**src/rtl/mmu_guard_pkg.sv**
```systemverilog
package mmu_guard_pkg;

  localparam int FSR_W = 8;

  typedef enum logic [3:0] {
    EC_NONE = 4'd0,
    EC_PROT = 4'd8,
    EC_PRIV = 4'd12
  } err_code_e;

  // bit 0 read, bit 1 write, bit 2 execute
  typedef logic [2:0] rwx_t;

  localparam rwx_t RT_NONE = 3'b000;
  localparam rwx_t RT_R    = 3'b001;
  localparam rwx_t RT_W    = 3'b010;
  localparam rwx_t RT_X    = 3'b100;
  localparam rwx_t RT_ALL  = 3'b111;

  function automatic rwx_t field_rights(input logic [2:0] acc, input logic sup);
    rwx_t r;
    case (acc)
      3'd0:    r = RT_R;
      3'd1:    r = RT_R | RT_W;
      3'd2:    r = RT_R | RT_X;
      3'd3:    r = RT_ALL;
      3'd4:    r = RT_X;
      3'd5:    r = sup ? (RT_R | RT_W) : RT_R;
      3'd6:    r = sup ? (RT_R | RT_X) : RT_NONE;
      default: r = sup ? RT_ALL : RT_NONE;
    endcase
    return r;
  endfunction

  // kind bit 0 = write, bit 1 = fetch; neither = read
  function automatic rwx_t needed_rights(input logic [1:0] kind);
    rwx_t n;
    n = RT_NONE;
    if (kind[0]) n = n | RT_W;
    if (kind[1]) n = n | RT_X;
    if (kind == 2'b00) n = RT_R;
    return n;
  endfunction

endpackage

```
**src/rtl/mmu_perm_decode.sv**
```systemverilog
module mmu_perm_decode
  import mmu_guard_pkg::*;
(
  input  logic [2:0] acc,
  input  logic [1:0] kind,
  input  logic       sup,
  output err_code_e  err_code,
  output rwx_t       rights
);

  rwx_t need;
  logic priv_block;

  always_comb begin
    rights     = field_rights(acc, sup);
    need       = needed_rights(kind);
    priv_block = !sup && (acc[2:1] == 2'b11);
    if (priv_block)
      err_code = EC_PRIV;
    else if ((need & ~rights) != RT_NONE)
      err_code = EC_PROT;
    else
      err_code = EC_NONE;
  end

endmodule

```
**src/rtl/mmu_fault_log.sv**
```systemverilog
module mmu_fault_log
  import mmu_guard_pkg::*;
#(
  parameter int VA_W     = 32,
  parameter int PG_SHIFT = 12
) (
  input  logic                   clk,
  input  logic                   rst_n,
  input  logic                   log_en,
  input  logic [2:0]             idx,
  input  err_code_e              ec,
  input  logic [VA_W-PG_SHIFT-1:0] vpage,
  input  logic                   rd_clr,
  output logic [FSR_W-1:0]       fsr_q,
  output logic [VA_W-1:0]        far_q
);

  logic [FSR_W-1:0] fsr_d;
  logic [VA_W-1:0]  far_d;
  logic             fsr_en;

  always_comb begin
    fsr_en = log_en | rd_clr;
    fsr_d  = rd_clr ? '0 : fsr_q;
    if (log_en) begin
      fsr_d = (fsr_q != '0 && !rd_clr) ? FSR_W'(1) : '0;
      fsr_d = fsr_d | {idx, 5'b0} | {4'b0, ec} | FSR_W'(2);
    end
    far_d = {vpage, {PG_SHIFT{1'b0}}};
  end

  always_ff @(posedge clk or negedge rst_n) begin
    if (!rst_n) begin
      fsr_q <= '0;
      far_q <= '0;
    end else begin
      if (fsr_en) fsr_q <= fsr_d;
      if (log_en) far_q <= far_d;
    end
  end


  ovf_set_chk: assert property (@(posedge clk) disable iff (!rst_n)
    log_en && (fsr_q != '0) && !rd_clr |=> fsr_q[0]);


  fsr_rec_chk: assert property (@(posedge clk) disable iff (!rst_n)
    log_en |=> fsr_q[1] && (fsr_q[7:5] == $past(idx)));


  far_load_chk: assert property (@(posedge clk) disable iff (!rst_n)
    log_en |=> (far_q[PG_SHIFT-1:0] == '0) && (far_q[VA_W-1:PG_SHIFT] == $past(vpage)));


  far_hold_chk: assert property (@(posedge clk) disable iff (!rst_n)
    !log_en |=> $stable(far_q));


  rd_clear_chk: assert property (@(posedge clk) disable iff (!rst_n)
    rd_clr && !log_en |=> fsr_q == '0);

endmodule

```
**src/rtl/mmu_trap_gen.sv**
```systemverilog
module mmu_trap_gen (
  input  logic clk,
  input  logic rst_n,
  input  logic fire,
  input  logic is_fetch,
  output logic trap_req,
  output logic trap_ifetch
);

  logic req_d;
  logic ifetch_d;

  always_comb begin
    req_d    = fire;
    ifetch_d = fire & is_fetch;
  end

  always_ff @(posedge clk or negedge rst_n) begin
    if (!rst_n) begin
      trap_req    <= 1'b0;
      trap_ifetch <= 1'b0;
    end else begin
      trap_req    <= req_d;
      trap_ifetch <= ifetch_d;
    end
  end


  trap_follow_chk: assert property (@(posedge clk) disable iff (!rst_n)
    fire |=> trap_req && (trap_ifetch == $past(is_fetch)));


  trap_drop_chk: assert property (@(posedge clk) disable iff (!rst_n)
    !fire |=> !trap_req);


  flag_idle_chk: assert property (@(posedge clk) disable iff (!rst_n)
    !trap_req |-> !trap_ifetch);

endmodule

```
**src/rtl/mmu_access_guard.sv**
```systemverilog
module mmu_access_guard
  import mmu_guard_pkg::*;
#(
  parameter int VA_W     = 32,
  parameter int PG_SHIFT = 12
) (
  input  logic                     clk,
  input  logic                     rst_n,
  input  logic                     chk_valid,
  input  logic [2:0]               chk_acc,
  input  logic [1:0]               chk_kind,
  input  logic                     chk_super,
  input  logic                     chk_modified,
  input  logic [VA_W-PG_SHIFT-1:0] chk_vpage,
  input  logic                     nf_mode,
  input  logic                     traps_en,
  input  logic                     fsr_rd,
  output logic [2:0]               perm_rwx,
  output logic                     trap_req,
  output logic                     trap_ifetch,
  output logic [7:0]               fsr_q,
  output logic [VA_W-1:0]          far_q
);

  logic      rst_meta_n;
  logic      rst_sync_n;
  err_code_e ec;
  rwx_t      base_rights;
  logic [2:0] acc_idx;
  logic      nf_skip;
  logic      fault;
  logic      no_trap;
  logic      fire;
  rwx_t      grant;

  // asynchronous assert, clocked release
  always_ff @(posedge clk or negedge rst_n) begin
    if (!rst_n) begin
      rst_meta_n <= 1'b0;
      rst_sync_n <= 1'b0;
    end else begin
      rst_meta_n <= 1'b1;
      rst_sync_n <= rst_meta_n;
    end
  end

  mmu_perm_decode u_decode (
    .acc      (chk_acc),
    .kind     (chk_kind),
    .sup      (chk_super),
    .err_code (ec),
    .rights   (base_rights)
  );

  always_comb begin
    acc_idx = {chk_kind[0], chk_kind[1], chk_super};
    nf_skip = nf_mode & ~chk_super;
    fault   = chk_valid && (ec != EC_NONE) && !nf_skip;
    no_trap = nf_mode | ~traps_en;
    fire    = fault & ~no_trap;
    if (!chk_valid)
      grant = RT_NONE;
    else if (fault)
      grant = no_trap ? RT_ALL : RT_NONE;
    else
      grant = chk_modified ? base_rights : (base_rights & ~RT_W);
    perm_rwx = grant;
  end

  mmu_fault_log #(
    .VA_W     (VA_W),
    .PG_SHIFT (PG_SHIFT)
  ) u_log (
    .clk    (clk),
    .rst_n  (rst_sync_n),
    .log_en (fault),
    .idx    (acc_idx),
    .ec     (ec),
    .vpage  (chk_vpage),
    .rd_clr (fsr_rd),
    .fsr_q  (fsr_q),
    .far_q  (far_q)
  );

  mmu_trap_gen u_trap (
    .clk         (clk),
    .rst_n       (rst_sync_n),
    .fire        (fire),
    .is_fetch    (chk_kind[1]),
    .trap_req    (trap_req),
    .trap_ifetch (trap_ifetch)
  );


  wr_hold_chk: assert property (@(posedge clk) disable iff (!rst_sync_n)
    chk_valid && !chk_modified && perm_rwx[1] |-> (nf_mode || !traps_en));


  nf_user_chk: assert property (@(posedge clk) disable iff (!rst_sync_n)
    chk_valid && nf_mode && !chk_super |=> !trap_req);


  nf_quiet_chk: assert property (@(posedge clk) disable iff (!rst_sync_n)
    chk_valid && nf_mode && !chk_super && !fsr_rd |=> $stable(fsr_q));


  priv_deny_chk: assert property (@(posedge clk) disable iff (!rst_sync_n)
    chk_valid && !chk_super && (chk_acc[2:1] == 2'b11) && !nf_mode && traps_en
      |-> perm_rwx == 3'b000);

endmodule

```
**config.mk**
```make
export PLATFORM = sky130hd
export DESIGN_NAME = mmu_access_guard
export DESIGN_NICKNAME = d
export VERILOG_FILES = /design/src/rtl/mmu_guard_pkg.sv /design/src/rtl/mmu_perm_decode.sv /design/src/rtl/mmu_fault_log.sv /design/src/rtl/mmu_trap_gen.sv /design/src/rtl/mmu_access_guard.sv
export SDC_FILE = /design/constraint.sdc
export NUM_CORES = 1
export LEC_CHECK = 0
export ABC_AREA = 1
export BUFFER_PORTS_ARGS = -buffer_cell sky130_fd_sc_hd__buf_2
export CAP_MARGIN = 0
export CELL_PAD_IN_SITES_DETAIL_PLACEMENT = 0
export CELL_PAD_IN_SITES_GLOBAL_PLACEMENT = 2
export CORE_MARGIN = 3
export CORE_UTILIZATION = 24
export DETAILED_ROUTE_END_ITERATION = 7
export GPL_ROUTABILITY_DRIVEN = 0
export MAX_ROUTING_LAYER = met4
export PLACE_DENSITY = 0.75
export SKIP_LAST_GASP = 1
export SLEW_MARGIN = 20
export SYNTH_ARGS = -nofsm -noshare
export SYNTH_HDL_FRONTEND = slang
export SYNTH_SLANG_ARGS = --single-unit
```
**constraint.sdc**
```tcl
create_clock -name clk -period 1.51 [get_ports clk]
set_clock_uncertainty 0.2 [all_clocks]
set_input_delay 0.302 -clock clk [delete_from_list [all_inputs] [get_ports clk]]
set_output_delay 0.302 -clock clk [all_outputs]
set_load 0.005 [all_outputs]
```
Word-level counts from Yosys, hierarchy flattened
Index checks and enable logic that the tools add are counted.
{"block": "classes", "eq_ne": 7, "mux": 16, "bitwise_logic": 12, "reduce_logical": 14}
{"cell": "2-to-1 mux 3 bit", "n": 7}
{"cell": "one-hot mux 3 bit (7 select lines)", "n": 1}
{"cell": "2-to-1 mux 8 bit", "n": 2}
{"cell": "equality test 3 bit, second input constant", "n": 3}
{"cell": "2-to-1 mux 4 bit", "n": 2}
{"cell": "OR 8 x 4 -> 8 bit", "n": 1}
{"cell": "OR 8 bit", "n": 1}
{"cell": "nonzero test 8 bit", "n": 1}
{"cell": "equality test 3 x 2 -> 1 bit, second input constant", "n": 2}
{"cell": "2-to-1 mux 2 bit", "n": 3}
{"cell": "logical AND 1 bit", "n": 4}
{"cell": "nonzero test 4 bit", "n": 1}
{"cell": "bitwise AND 1 bit", "n": 3}
{"cell": "bitwise AND 3 bit", "n": 1}
{"cell": "equality test 3 x 1 -> 1 bit, second input constant", "n": 1}
{"cell": "logical NOT 1 bit", "n": 3}
{"cell": "logical NOT 3 bit", "n": 1}
{"cell": "inverter 1 bit", "n": 3}
{"cell": "inverter 3 bit", "n": 1}
{"cell": "nonzero test 3 bit", "n": 1}
{"cell": "equality test 2 bit, second input constant", "n": 1}
{"cell": "logical NOT 2 bit", "n": 1}
{"cell": "OR 1 bit", "n": 2}
{"cell": "AND reduction 2 bit", "n": 1}
{"cell": "2 further kinds", "n": 2}
{"block": "totals", "register_bits": 32, "in_bits": 33, "out_inout_bits": 45, "wordCells": 55}

Longest topological paths before layout
Gate-level depths: netlist (run 1).
{"block": "depth", "depth_word": 12, "mapped_depth": 10, "depth_no_buf": 9}

By module
Synthesis (run 1) repeated with hierarchy kept, for this count alone.
{"block": "unflattened", "cells_unflattened": 182, "hier_area_um2": 1495.2}
{"module": "mmu_fault_log", "instances": 1, "cells_per_inst": 130, "area_per_inst_um2": 1169.9, "seq_area_each_um2": 675.6}
{"module": "mmu_access_guard", "instances": 1, "cells_per_inst": 24, "area_per_inst_um2": 155.1, "seq_area_each_um2": 50.0}
{"module": "mmu_perm_decode", "instances": 1, "cells_per_inst": 24, "area_per_inst_um2": 112.6, "seq_area_each_um2": 0.0}
{"module": "mmu_trap_gen", "instances": 1, "cells_per_inst": 4, "area_per_inst_um2": 57.6, "seq_area_each_um2": 50.0}

Least setup slack after synthesis (run 1)
No wires, ideal clock.
{"block": "synth_path", "path_type": "input-to-output", "from": "in chk_acc[2]", "to": "out perm_rwx[0]", "t_arrival_ns": 0.970, "required_ns": 1.008, "slack_ns": 0.038, "stages": 8, "path_buffers": 0, "cell_sequence": "inv_2 nor2_1 nor2_2 nand2_2 nand3_4 nand3_1 nand2_1 nor2_1"}
{"block": "synth_via", "elab_chain_len": 12, "elab_cells_between_ends": 21, "cone_classes": "eq/ne: 7; mux: 6; bitwise: 2; reduce/logical: 6"}
{"item": "from (decl)", "line": "mmu_access_guard.sv:10", "source": "input logic [2:0] chk_acc,"}
{"item": "equality test 3 bit, or another cell as far along", "line": "mmu_guard_pkg.sv:22", "source": "case (acc)"}
{"item": "one-hot mux 3 bit (7 select lines)", "line": "mmu_guard_pkg.sv:22"}
{"item": "inverter 3 bit", "line": "mmu_perm_decode.sv:20", "source": "else if ((need & ~rights) != RT_NONE)"}
{"item": "bitwise AND 3 bit", "line": "mmu_perm_decode.sv:20"}
{"item": "nonzero test 3 bit", "line": "mmu_perm_decode.sv:20"}
{"item": "2-to-1 mux 4 bit", "line": "mmu_perm_decode.sv:20"}
{"item": "2-to-1 mux 4 bit", "line": "mmu_perm_decode.sv:18", "source": "if (priv_block)"}
{"item": "nonzero test 4 bit", "line": "mmu_access_guard.sv:58", "source": "fault = chk_valid && (ec != EC_NONE) && !nf_skip;"}
{"item": "logical AND 1 bit (2 in a row)", "line": "mmu_access_guard.sv:58"}
{"item": "2-to-1 mux 3 bit (*)", "line": "mmu_access_guard.sv:63", "source": "else if (fault)"}
{"item": "2-to-1 mux 3 bit (*)", "line": "mmu_access_guard.sv:61", "source": "if (!chk_valid)"}
{"item": "to (decl)", "line": "mmu_access_guard.sv:18", "source": "output logic [2:0] perm_rwx,"}
Mark *: on every way between the ends. The rest lies on a longest branch, timed or not.

Final worst setup path (run 1)
{"block": "layout_path", "from": "in chk_acc[0]", "to": "out perm_rwx[2]"}
{"block": "layout_via", "elab_chain_len": 12, "elab_cells_between_ends": 18, "cone_classes": "eq/ne: 6; mux: 5; bitwise: 2; reduce/logical: 5"}
{"item": "equality test 3 bit, or another cell as far along", "line": "mmu_guard_pkg.sv:22"}
{"item": "one-hot mux 3 bit (7 select lines) (*)", "line": "mmu_guard_pkg.sv:22"}
{"item": "inverter 3 bit", "line": "mmu_perm_decode.sv:20"}
{"item": "bitwise AND 3 bit", "line": "mmu_perm_decode.sv:20"}
{"item": "nonzero test 3 bit", "line": "mmu_perm_decode.sv:20"}
{"item": "2-to-1 mux 4 bit", "line": "mmu_perm_decode.sv:20"}
{"item": "2-to-1 mux 4 bit", "line": "mmu_perm_decode.sv:18"}
{"item": "nonzero test 4 bit", "line": "mmu_access_guard.sv:58"}
{"item": "logical AND 1 bit (2 in a row)", "line": "mmu_access_guard.sv:58"}
{"item": "2-to-1 mux 3 bit (*)", "line": "mmu_access_guard.sv:63"}
{"item": "2-to-1 mux 3 bit (*)", "line": "mmu_access_guard.sv:61"}
Marks and branches as above.

==> results of run 1 <==
layout make-up:
cell class | count | area [sq um]
inverter | 11 | 51.3
sequential | 31 | 776
multi-input combinational | 124 | 619
clock buffer | 6 | 72.6
tap | 75 | 93.8
fill | 679 | 3820
timing repair buffer | 82 | 523
routing by layer:
metal  vias up  track usage
li1        654            -
met1       557        0.114
met2        47        0.161
met3         6       0.0373
met4         0       0.0388
met5         -            -
worst reg2reg max path, delay by kind of cell, from the launching register on:
kind | cells | cell delay, ps
flip-flops | 1 | 400
AO/OA/AOI/OAI | 1 | 100
AND/OR/NAND/NOR | 3 | 340
state kept, by name (all words and copies together) (netlist names):
signal              cells
u_log.fsr_q             7
rst_sync_n              1
rst_meta_n              1
u_log.far_q            20
u_trap.trap_ifetch      1
u_trap.trap_req         1
how the worst max path moves through the flow:
| stage | from | end | slack (ps) | depth (start not counted) |
|---|---|---|---|---|
| floorplan | chk_acc[2] | perm_rwx[0] | 40 | 8 |
| global placement | chk_acc[2] | perm_rwx[1] | -160 | 10 |
| detailed placement | chk_acc[2] | perm_rwx[0] | -170 | 10 |
| CTS | chk_acc[0] | perm_rwx[0] | -130 | 10 |
| global route | chk_acc[2] | perm_rwx[2] | -170 | 10 |
| finish | chk_acc[0] | perm_rwx[2] | -100 | 9 |
stage by stage:
step / setup TNS, ps / utilization / instances / setup WS [ps] / hold slack [ps]
after floorplan: 0 / - / 183 / 38.1 / -194
after CTS: -401 / 0.349 / 329 / -129 / 10.5
after global placement: -3620 / 0.322 / 317 / -162 / -111
after detailed placement: -3730 / 0.322 / 317 / -171 / -110
final: -318 / 0.359 / 329 / -102 / -1.28
after global routing: -631 / 0.359 / 329 / -167 / 11.6
power by group through the flow:
stage	Combinational (mW)	Sequential (mW)	Clock [mW]
final	0.520	1.02	0.563
after global routing	0.587	1.04	0.641
after CTS	0.514	1.03	0.604
after detailed placement	0.495	1.04	0
after global placement	0.493	1.04	0
after floorplan	0.239	1.06	0
logic make-up after synthesis:
kind of cell / count (synthesis)
other: 2
flip-flops: 31
AO/OA/AOI/OAI: 6
buffers and inverters: 28
AND/OR/NAND/NOR: 104
placed cells by master, fill, tap and decap left out, types with 2 or more instances in the layout:
master    instances
nand2_1          65
buf_2            60
dfrtp_1          31
nand2_2          16
conb_1           14
buf_4            14
nor2_1           10
inv_1             8
nand3_1           5
clkbuf_8          5
nor2_4            3
nand3_4           3
a21oi_1           3
buf_8             3
inv_4             2
buf_6             2
buf_12            2
repair_timing:
item	in CTS	in global routing
resized for setup	12	13
hold buffers	1	0
setup buffers	5	0
endpoints found under the setup margin	3	5
hold endpoints to repair	2	0
pin swaps	8	11
==> results.sh, run 1 <==
export IMPL_switching_share=0.278
export IMPL_dr_wl_met3_um=305
export IMPL_yosys_area_share_xor_xnor=0
export IMPL_critPathTopFamily="simple AND/OR/NAND/NOR gates"
export IMPL_antenna_left=0
export IMPL_clock_sinks=31
export IMPL_worst_slack_ps=-102
export IMPL_fin_nets=288
export IMPL_regToRegEndpoint="u_log.fsr_q[0]"
export IMPL_rows=28
export IMPL_finalCriticalPeriod_ps=1610
export IMPL_synth_top_area_frac=0.521
export IMPL_p_total_mw=2.11
export IMPL_die_area_sq_um=7190
export IMPL_wl_um=3480
export IMPL_synth_area_sq_um=1490
export IMPL_yosysWarningCount=0
export IMPL_path_buf_inv=2
export IMPL_htree_num_levels=2
export IMPL_drv_cap=0
export IMPL_cp_required_ps=1010
export IMPL_failed_checks="negative hold slack, negative setup slack"
export IMPL_cts_inserted_buffers=5
export IMPL_cellPowerDensity_nw_per_um2=987
export IMPL_syn_inst=171
export IMPL_floorplan_core_area_sq_um=5960
export IMPL_dpl_cell_area_sq_um=1920
export IMPL_wl_met1_um=1370
export IMPL_grt_usage=0.100
export IMPL_highest_layer="met4"
export IMPL_synth_area_leaders="dfrtp_1 52%, nand2_1 17%, buf_4 7.6%, nand2_2 5.0%, nor2_1 3.0%"
export IMPL_grt_pass1_vias=1238
export IMPL_critPathLaunchType="primary input"
export IMPL_r2r_start="u_log.fsr_q[6]"
export IMPL_p_leak_nw=1.23
export IMPL_start_util=0.250
export IMPL_synth_simple_gate_area_frac=0.314
export IMPL_critPathSlowestCell="nor2_4"
export IMPL_worst_path_max_fanout=5
export IMPL_cts_root_buffer="clkbuf_8"
export IMPL_power_clock_fraction=0.267
export IMPL_setup_violations=4
export IMPL_hold_viol=1
export IMPL_async_reset_ff_frac=1.00
export IMPL_design_area_sq_um=2140
export IMPL_dr_total_vias=1264
export IMPL_cp_cell_sequence="buf_8 > nor2_4 > nor2_4 > nand2_2 > nand3_4 > nand3_4 > nand2_2 > nor2_1 > buf_2"
export IMPL_design_portCount=78
export IMPL_port_buffers=64
export IMPL_rsz0062_at_grt="true"
export IMPL_power_internal_mw=1.52
export IMPL_r2r_cells=4
export IMPL_drive_above_1_share=0.449
export IMPL_synthMuxAreaShare=0
export IMPL_hold_ws_ps=-1.28
export IMPL_synth_seq_area_share=0.521
export IMPL_wl_met2_um=1740
export IMPL_die_x_um=84.8
export IMPL_synth_edff_count=0
export IMPL_antenna_found_initial=0
export IMPL_synth_adder_area_share=0
export IMPL_period_share=1.07
export IMPL_synthDistinctLibCells=21
export IMPL_netSwitchingPower_uw=587
export IMPL_critical_path_max_stage_delay_ps=120
export IMPL_synth_top_family_by_area="simple AND/OR/NAND/NOR gates"
export IMPL_grt_max_degree=25
export IMPL_ir_drop_v=0.000310
export IMPL_die_y_um=84.8
export IMPL_cp_arrival_ps=1110
export IMPL_worstSetupPathType="primary input to output pin"
export IMPL_clk_latency_ps=270
export IMPL_cts_max_path_buffers=2
export IMPL_hpwl_um=2620
export IMPL_worst_hold_path_type="flip-flop to async pin"
export IMPL_grt_pass1_wl_um=5640
export IMPL_area_growth_pct=43.3
export IMPL_ys_ff_latch=31
export IMPL_end_kind="output pin"
export IMPL_avgRoutedWirePerCell_um=10.6
export IMPL_dr_pass1_iters=2
export IMPL_slew_viol_final=0
export IMPL_synth_commonest_cells="69 x nand2_1, 31 x dfrtp_1, 15 x buf_4"
export IMPL_fmax_ghz=0.620
export IMPL_status="complete, but fails checks"
export IMPL_num_antenna_cells=0
export IMPL_synth_area_per_cell_sq_um=8.71
export IMPL_seqPwrFrac=0.486
export IMPL_synth_top_area_cell="dfrtp_1"
export IMPL_clk_pin_slew_ps=60
export IMPL_drt_iter0_drc=24
export IMPL_drc_errors=0
export IMPL_overflow=0
export IMPL_tritoncts="built"
export IMPL_comb_power_share=0.247
export IMPL_vias_per_cell=3.84
export IMPL_reg2reg_setup_slack_ps=370
export IMPL_ys_flop_type="dfrtp_1"
export IMPL_yosysMostFrequentCell="nand2_1"
export IMPL_synth_compound_area_share=0.0327
Power figures use the tool's default switching activity.
==> inputs of run 2 (changes only) <==
- BUFFER_PORTS_ARGS: -buffer_cell sky130_fd_sc_hd__buf_2 -> default
- CORE_UTILIZATION: 24 -> 33
- DONT_BUFFER_PORTS: default -> 1
- PLACE_DENSITY: 0.75 -> 0.73
==> run 2 against run 1 <==
  * The flow now finishes without violations
  * Critical path depth down 1
  * Largest power group unchanged
  * Non-clock buffer count down 52
  * Largest cell class unchanged
  * Design area down 12%
  * Routed wire length down 1.8%
  * Combinational power down 36%
==> results.sh, run 2 (synthesis results as in run 1) <==
export IMPL_dr_total_vias=1132
export IMPL_start_util=0.357
export IMPL_drt_iter0_drc=66
export IMPL_avgRoutedWirePerCell_um=13.5
export IMPL_cts_root_buffer="clkbuf_8"
export IMPL_rsz0062_at_grt="true"
export IMPL_cts_max_path_buffers=2
export IMPL_num_antenna_cells=0
export IMPL_final_cell_mix="67 x nand2_1, 31 x dfrtp_1, 25 x dlygate4sd3_1"
export IMPL_overflow=0
export IMPL_dr_pass1_iters=6
export IMPL_antenna_found_initial=0
export IMPL_rows=23
export IMPL_port_buffers=0
export IMPL_slew_viol_final=0
export IMPL_clock_sinks=31
export IMPL_critPathLaunchType="primary input"
export IMPL_critPathSlowestCell="nor2_2"
export IMPL_critPathTopFamily="simple AND/OR/NAND/NOR gates"
export IMPL_largest_register_ffs=20
export IMPL_vias_per_cell=4.46
export IMPL_htree_num_levels=2
export IMPL_drc_errors=0
export IMPL_register_area_sq_um=776
export IMPL_worst_path_max_fanout=5
export IMPL_area_growth_pct=25.9
export IMPL_hold_viol=0
export IMPL_status="finished clean"
export IMPL_worstSetupPathType="primary input to output pin"
export IMPL_setup_violations=0
export IMPL_tritoncts="built"
export IMPL_floorplan_core_area_sq_um=4170
export IMPL_fillers=403
export IMPL_hpwl_um=2300
export IMPL_cts_inserted_buffers=5
export IMPL_path_buf_inv=1
export IMPL_cp_cell_sequence="inv_2 > nor2_1 > nor2_2 > nand2_2 > nand3_4 > nand3_4 > nand2_4 > nor2_2"
export IMPL_design_portCount=78
export IMPL_fin_nets=236
export IMPL_grt_pass1_wl_um=5330
export IMPL_wl_um=3420
export IMPL_largest_register="u_log.far_q"
export IMPL_drive_above_1_share=0.186
export IMPL_reg_top3="u_log.far_q (20), u_log.fsr_q (7)"
export IMPL_fmax_ghz=0.690
export IMPL_final_common_cell="nand2_1"
export IMPL_grt_max_degree=30
export IMPL_cp_arrival_ps=950
export IMPL_multi_input_area_sq_um=607
export IMPL_die_area_sq_um=5360
export IMPL_critical_path_max_stage_delay_ps=130
export IMPL_die_x_um=73.2
export IMPL_hold_ws_ps=54.3
export IMPL_ir_drop_v=0.000332
export IMPL_antenna_left=0
export IMPL_dp_cells=220
export IMPL_grt_pass1_vias=1131
export IMPL_die_y_um=73.2
export IMPL_period_share=0.960
export IMPL_clk_latency_ps=270
export IMPL_cellPowerDensity_nw_per_um2=1070
export IMPL_cp_required_ps=1010
export IMPL_drv_cap=0
export IMPL_setup_tns_ps=0
export IMPL_worst_hold_path_type="primary input to async pin"
export IMPL_instances_no_fill=254
export IMPL_finalCriticalPeriod_ps=1450
export IMPL_clk_pin_slew_ps=60
export IMPL_end_kind="output pin"
export IMPL_p_leak_nw=0.987
export IMPL_grt_usage=0.137
-- run 2: area by class of cell --
class	instances	area share
clock buffers	7	0.0407
clock inverters	1	0.00267
inverters	11	0.0260
multi-input cells	124	0.324
flip-flops and latches	31	0.414
well taps	50	0.0334
repair buffers	30	0.160
-- run 2: per-stage QoR --
step | instance area (sq um) | setup slack [ps] | util | power, mW
finish | 1880 | 60.8 | 0.449 | 2.01
CTS | 1840 | 8.25 | 0.441 | 2.03
global placement | 1500 | 5.35 | 0.359 | 1.34
detailed placement | 1500 | -21.4 | 0.359 | 1.35
global route | 1880 | -28.6 | 0.449 | 2.16
floorplan | 1540 | 38.1 | - | 1.30
-- run 2: worst reg2reg max path: cells and delay by family (launching register included) --
kind,cells,cell delay [ps]
AND/OR/NAND/NOR,3,330
flip-flops,1,410
AO/OA/AOI/OAI,1,100
-- run 2: layer usage --
| layer | wire length (um) | track usage | share of wire |
|---|---|---|---|
| met4 | 46 | 0.0512 | 0.013 |
| met5 | 0 | - | 0 |
| met2 | 1690 | 0.218 | 0.49 |
| met1 | 1320 | 0.148 | 0.39 |
| met3 | 364 | 0.0620 | 0.11 |
-- run 2: repair_timing --
item / 4_1_cts / 5_1_grt
resized for setup: 4 / 6
pin swaps: 1 / 3
hold buffers: 25 / 0
endpoints found under the hold margin: 27 / 0
setup endpoints to repair: 3 / 3
setup buffers: 0 / 1
-- run 2: worst paths after layout --
kind | from | endpoint | slack (ps) | cells past startpoint
max in group asynchronous | rst_sync_n | u_log.far_q[30] | 780 | 1
setup reg to reg | u_log.fsr_q[6] | u_log.fsr_q[0] | 370 | 4
min in group clk | nf_mode | u_log.fsr_q[2] | 60 | 3
hold reg to reg | rst_sync_n | u_log.far_q[19] | 60 | 1
setup / recovery | chk_acc[2] | perm_rwx[0] | 60 | 8
hold / removal | rst_n | rst_meta_n | 50 | 1
-- run 2: power by group --
| part | internal [mW] | switching, mW |
|---|---|---|
| registers | 0.960 | 0.110 |
| logic | 0.149 | 0.184 |
| clock network | 0.323 | 0.286 |
| total | 1.43 | 0.580 |
==> inputs of run 3 (changes only) <==
- CORE_UTILIZATION: 33 -> 30
- PLACE_DENSITY: 0.73 -> 0.7
- clock period: 1.51 -> 1.2 ns (I/O delays scaled with it)
==> run 3 against run 2 <==
  * The run now ends with negative setup slack left
  * Largest power group unchanged
  * Power rose by 34%
  * Worst hold slack got worse by 40 ps
  * Non-clock buffer count rose by 7
  * Critical endpoint is now perm_rwx[2]
  * Final cell count rose by 9.4%
  * Register-to-register slack got worse by 250 ps
  * Flip-flop and latch count unchanged
==> results.sh, run 3 (synthesis results as in run 1) <==
export IMPL_largest_register="u_log.far_q"
export IMPL_drive_above_1_share=0.242
export IMPL_drc_errors=0
export IMPL_largest_register_ffs=20
export IMPL_setup_tns_ps=-281
export IMPL_worstSetupPathType="primary input to output pin"
export IMPL_end_kind="output pin"
export IMPL_vias_per_cell=4.10
export IMPL_die_y_um=76.5
export IMPL_cellPowerDensity_nw_per_um2=1310
export IMPL_rows=25
export IMPL_port_buffers=0
export IMPL_worst_path_max_fanout=6
export IMPL_final_common_cell="nand2_1"
export IMPL_drv_cap=0
export IMPL_floorplan_core_area_sq_um=4750
export IMPL_die_area_sq_um=5850
export IMPL_cp_cell_sequence="a21boi_4 > a21oi_1 > nor2_2"
export IMPL_cp_arrival_ps=830
export IMPL_finalCriticalPeriod_ps=1270
export IMPL_clk_pin_slew_ps=60
export IMPL_drt_iter0_drc=44
export IMPL_cts_inserted_buffers=5
export IMPL_wl_um=3430
export IMPL_overflow=0
export IMPL_setup_violations=5
export IMPL_slew_viol_final=0
export IMPL_clk_latency_ps=280
export IMPL_reg2reg_setup_slack_ps=120
export IMPL_start_util=0.313
export IMPL_critPathSlowestCell="a21boi_4"
export IMPL_grt_usage=0.123
export IMPL_clock_sinks=31
export IMPL_period_share=1.06
export IMPL_num_antenna_cells=0
export IMPL_path_buf_inv=0
export IMPL_fmax_ghz=0.787
export IMPL_fillers=488
export IMPL_status="complete, but fails checks"
export IMPL_hold_viol=0
export IMPL_tritoncts="built"
export IMPL_area_growth_pct=38.5
export IMPL_hpwl_um=2330
export IMPL_rsz0062_at_grt="true"
export IMPL_htree_num_levels=2
export IMPL_critPathTopFamily="compound AO/OA/AOI/OAI gates"
export IMPL_cp_required_ps=760
export IMPL_fin_nets=243
export IMPL_avgRoutedWirePerCell_um=12.3
export IMPL_antenna_left=0
export IMPL_p_leak_nw=1.06
export IMPL_cts_max_path_buffers=2
export IMPL_die_x_um=76.5
export IMPL_critPathLaunchType="primary input"
export IMPL_critical_path_max_stage_delay_ps=310
export IMPL_p_total_mw=2.70
export IMPL_design_portCount=78
export IMPL_dr_pass1_iters=4
export IMPL_grt_max_degree=30
export IMPL_failed_checks="negative setup slack"
export IMPL_worst_slack_ps=-70.9
export IMPL_worst_hold_path_type="primary input to flip-flop"
export IMPL_fin_util=0.434
export IMPL_grt_pass1_vias=1177
export IMPL_antenna_found_initial=0
export IMPL_dr_total_vias=1139
export IMPL_final_cell_mix="64 x nand2_1, 31 x dfrtp_1, 26 x dlygate4sd3_1"
export IMPL_grt_pass1_wl_um=5640
export IMPL_reg_top3="u_log.far_q (20), u_log.fsr_q (7)"
export IMPL_cts_root_buffer="clkbuf_8"
export IMPL_ir_drop_v=0.000398
run 3: cell types whose count changed in the layout (fill, tap and decap cells not counted), sizes merged:
cell         delta
buf             +5
clkbuf          +2
clkinv          -1
dlygate4sd3     +1
run 3: routing by layer:
layer | share of wire | track usage
met2 | 0.52 | 0.216
met4 | 0.018 | 0.0652
met3 | 0.069 | 0.0319
met5 | 0 | -
met1 | 0.39 | 0.125
run 3: through the flow:
step | hold slack [ps] | worst slack (ps) | std cells | instance area, sq um
CTS | 7.78 | -102 | 277 | 2020
global route | 8.96 | -135 | 278 | 2060
global placement | -256 | -126 | 242 | 1630
detailed placement | -256 | -151 | 242 | 1630
finish | 14.5 | -70.9 | 278 | 2060
floorplan | -256 | -88.6 | 183 | 1600
run 3: report_power, final:
part	switching, mW	internal, mW
clock	0.359	0.523
sequential	0.135	1.21
combinational	0.246	0.232
run 3: final cells by class:
type / count / area [sq um] / area share
Inverter: 11 / 68.8 / 0.0334
Timing Repair Buffer: 37 / 393 / 0.190
Multi-Input combinational cell: 124 / 642 / 0.311
Clock buffer: 8 / 100 / 0.0485
Sequential cell: 31 / 776 / 0.376
Tap cell: 67 / 83.8 / 0.0406
run 3: worst paths after layout:
kind                                      from              to  depth (start not counted)
min in group asynchronous           rst_sync_n  u_log.fsr_q[2]                          1
worst min-delay path                chk_acc[2]  u_log.fsr_q[2]                          4
worst min register to register      rst_sync_n  u_log.fsr_q[2]                          1
max in group asynchronous                rst_n      rst_meta_n                          2
worst max register to register  u_log.fsr_q[6]  u_log.fsr_q[0]                          4
worst max-delay path                 chk_valid     perm_rwx[2]                          3
run 3: timing repair:
action | in CTS | in global routing
pin swaps | 6 | 4
gates resized for setup | 6 | 4
endpoints found under the setup margin | 5 | 13
hold endpoints to repair | 27 | 0
buffers inserted | 1 | 0
hold buffers | 26 | 0
cloned | 0 | 1
run 3: worst reg2reg max path, stage by stage (launching register included):
cell and delay [ps]:
dfrtp_1 400, nor3_2 180, a31oi_1 90, nand2_1 70, nand2_1 40
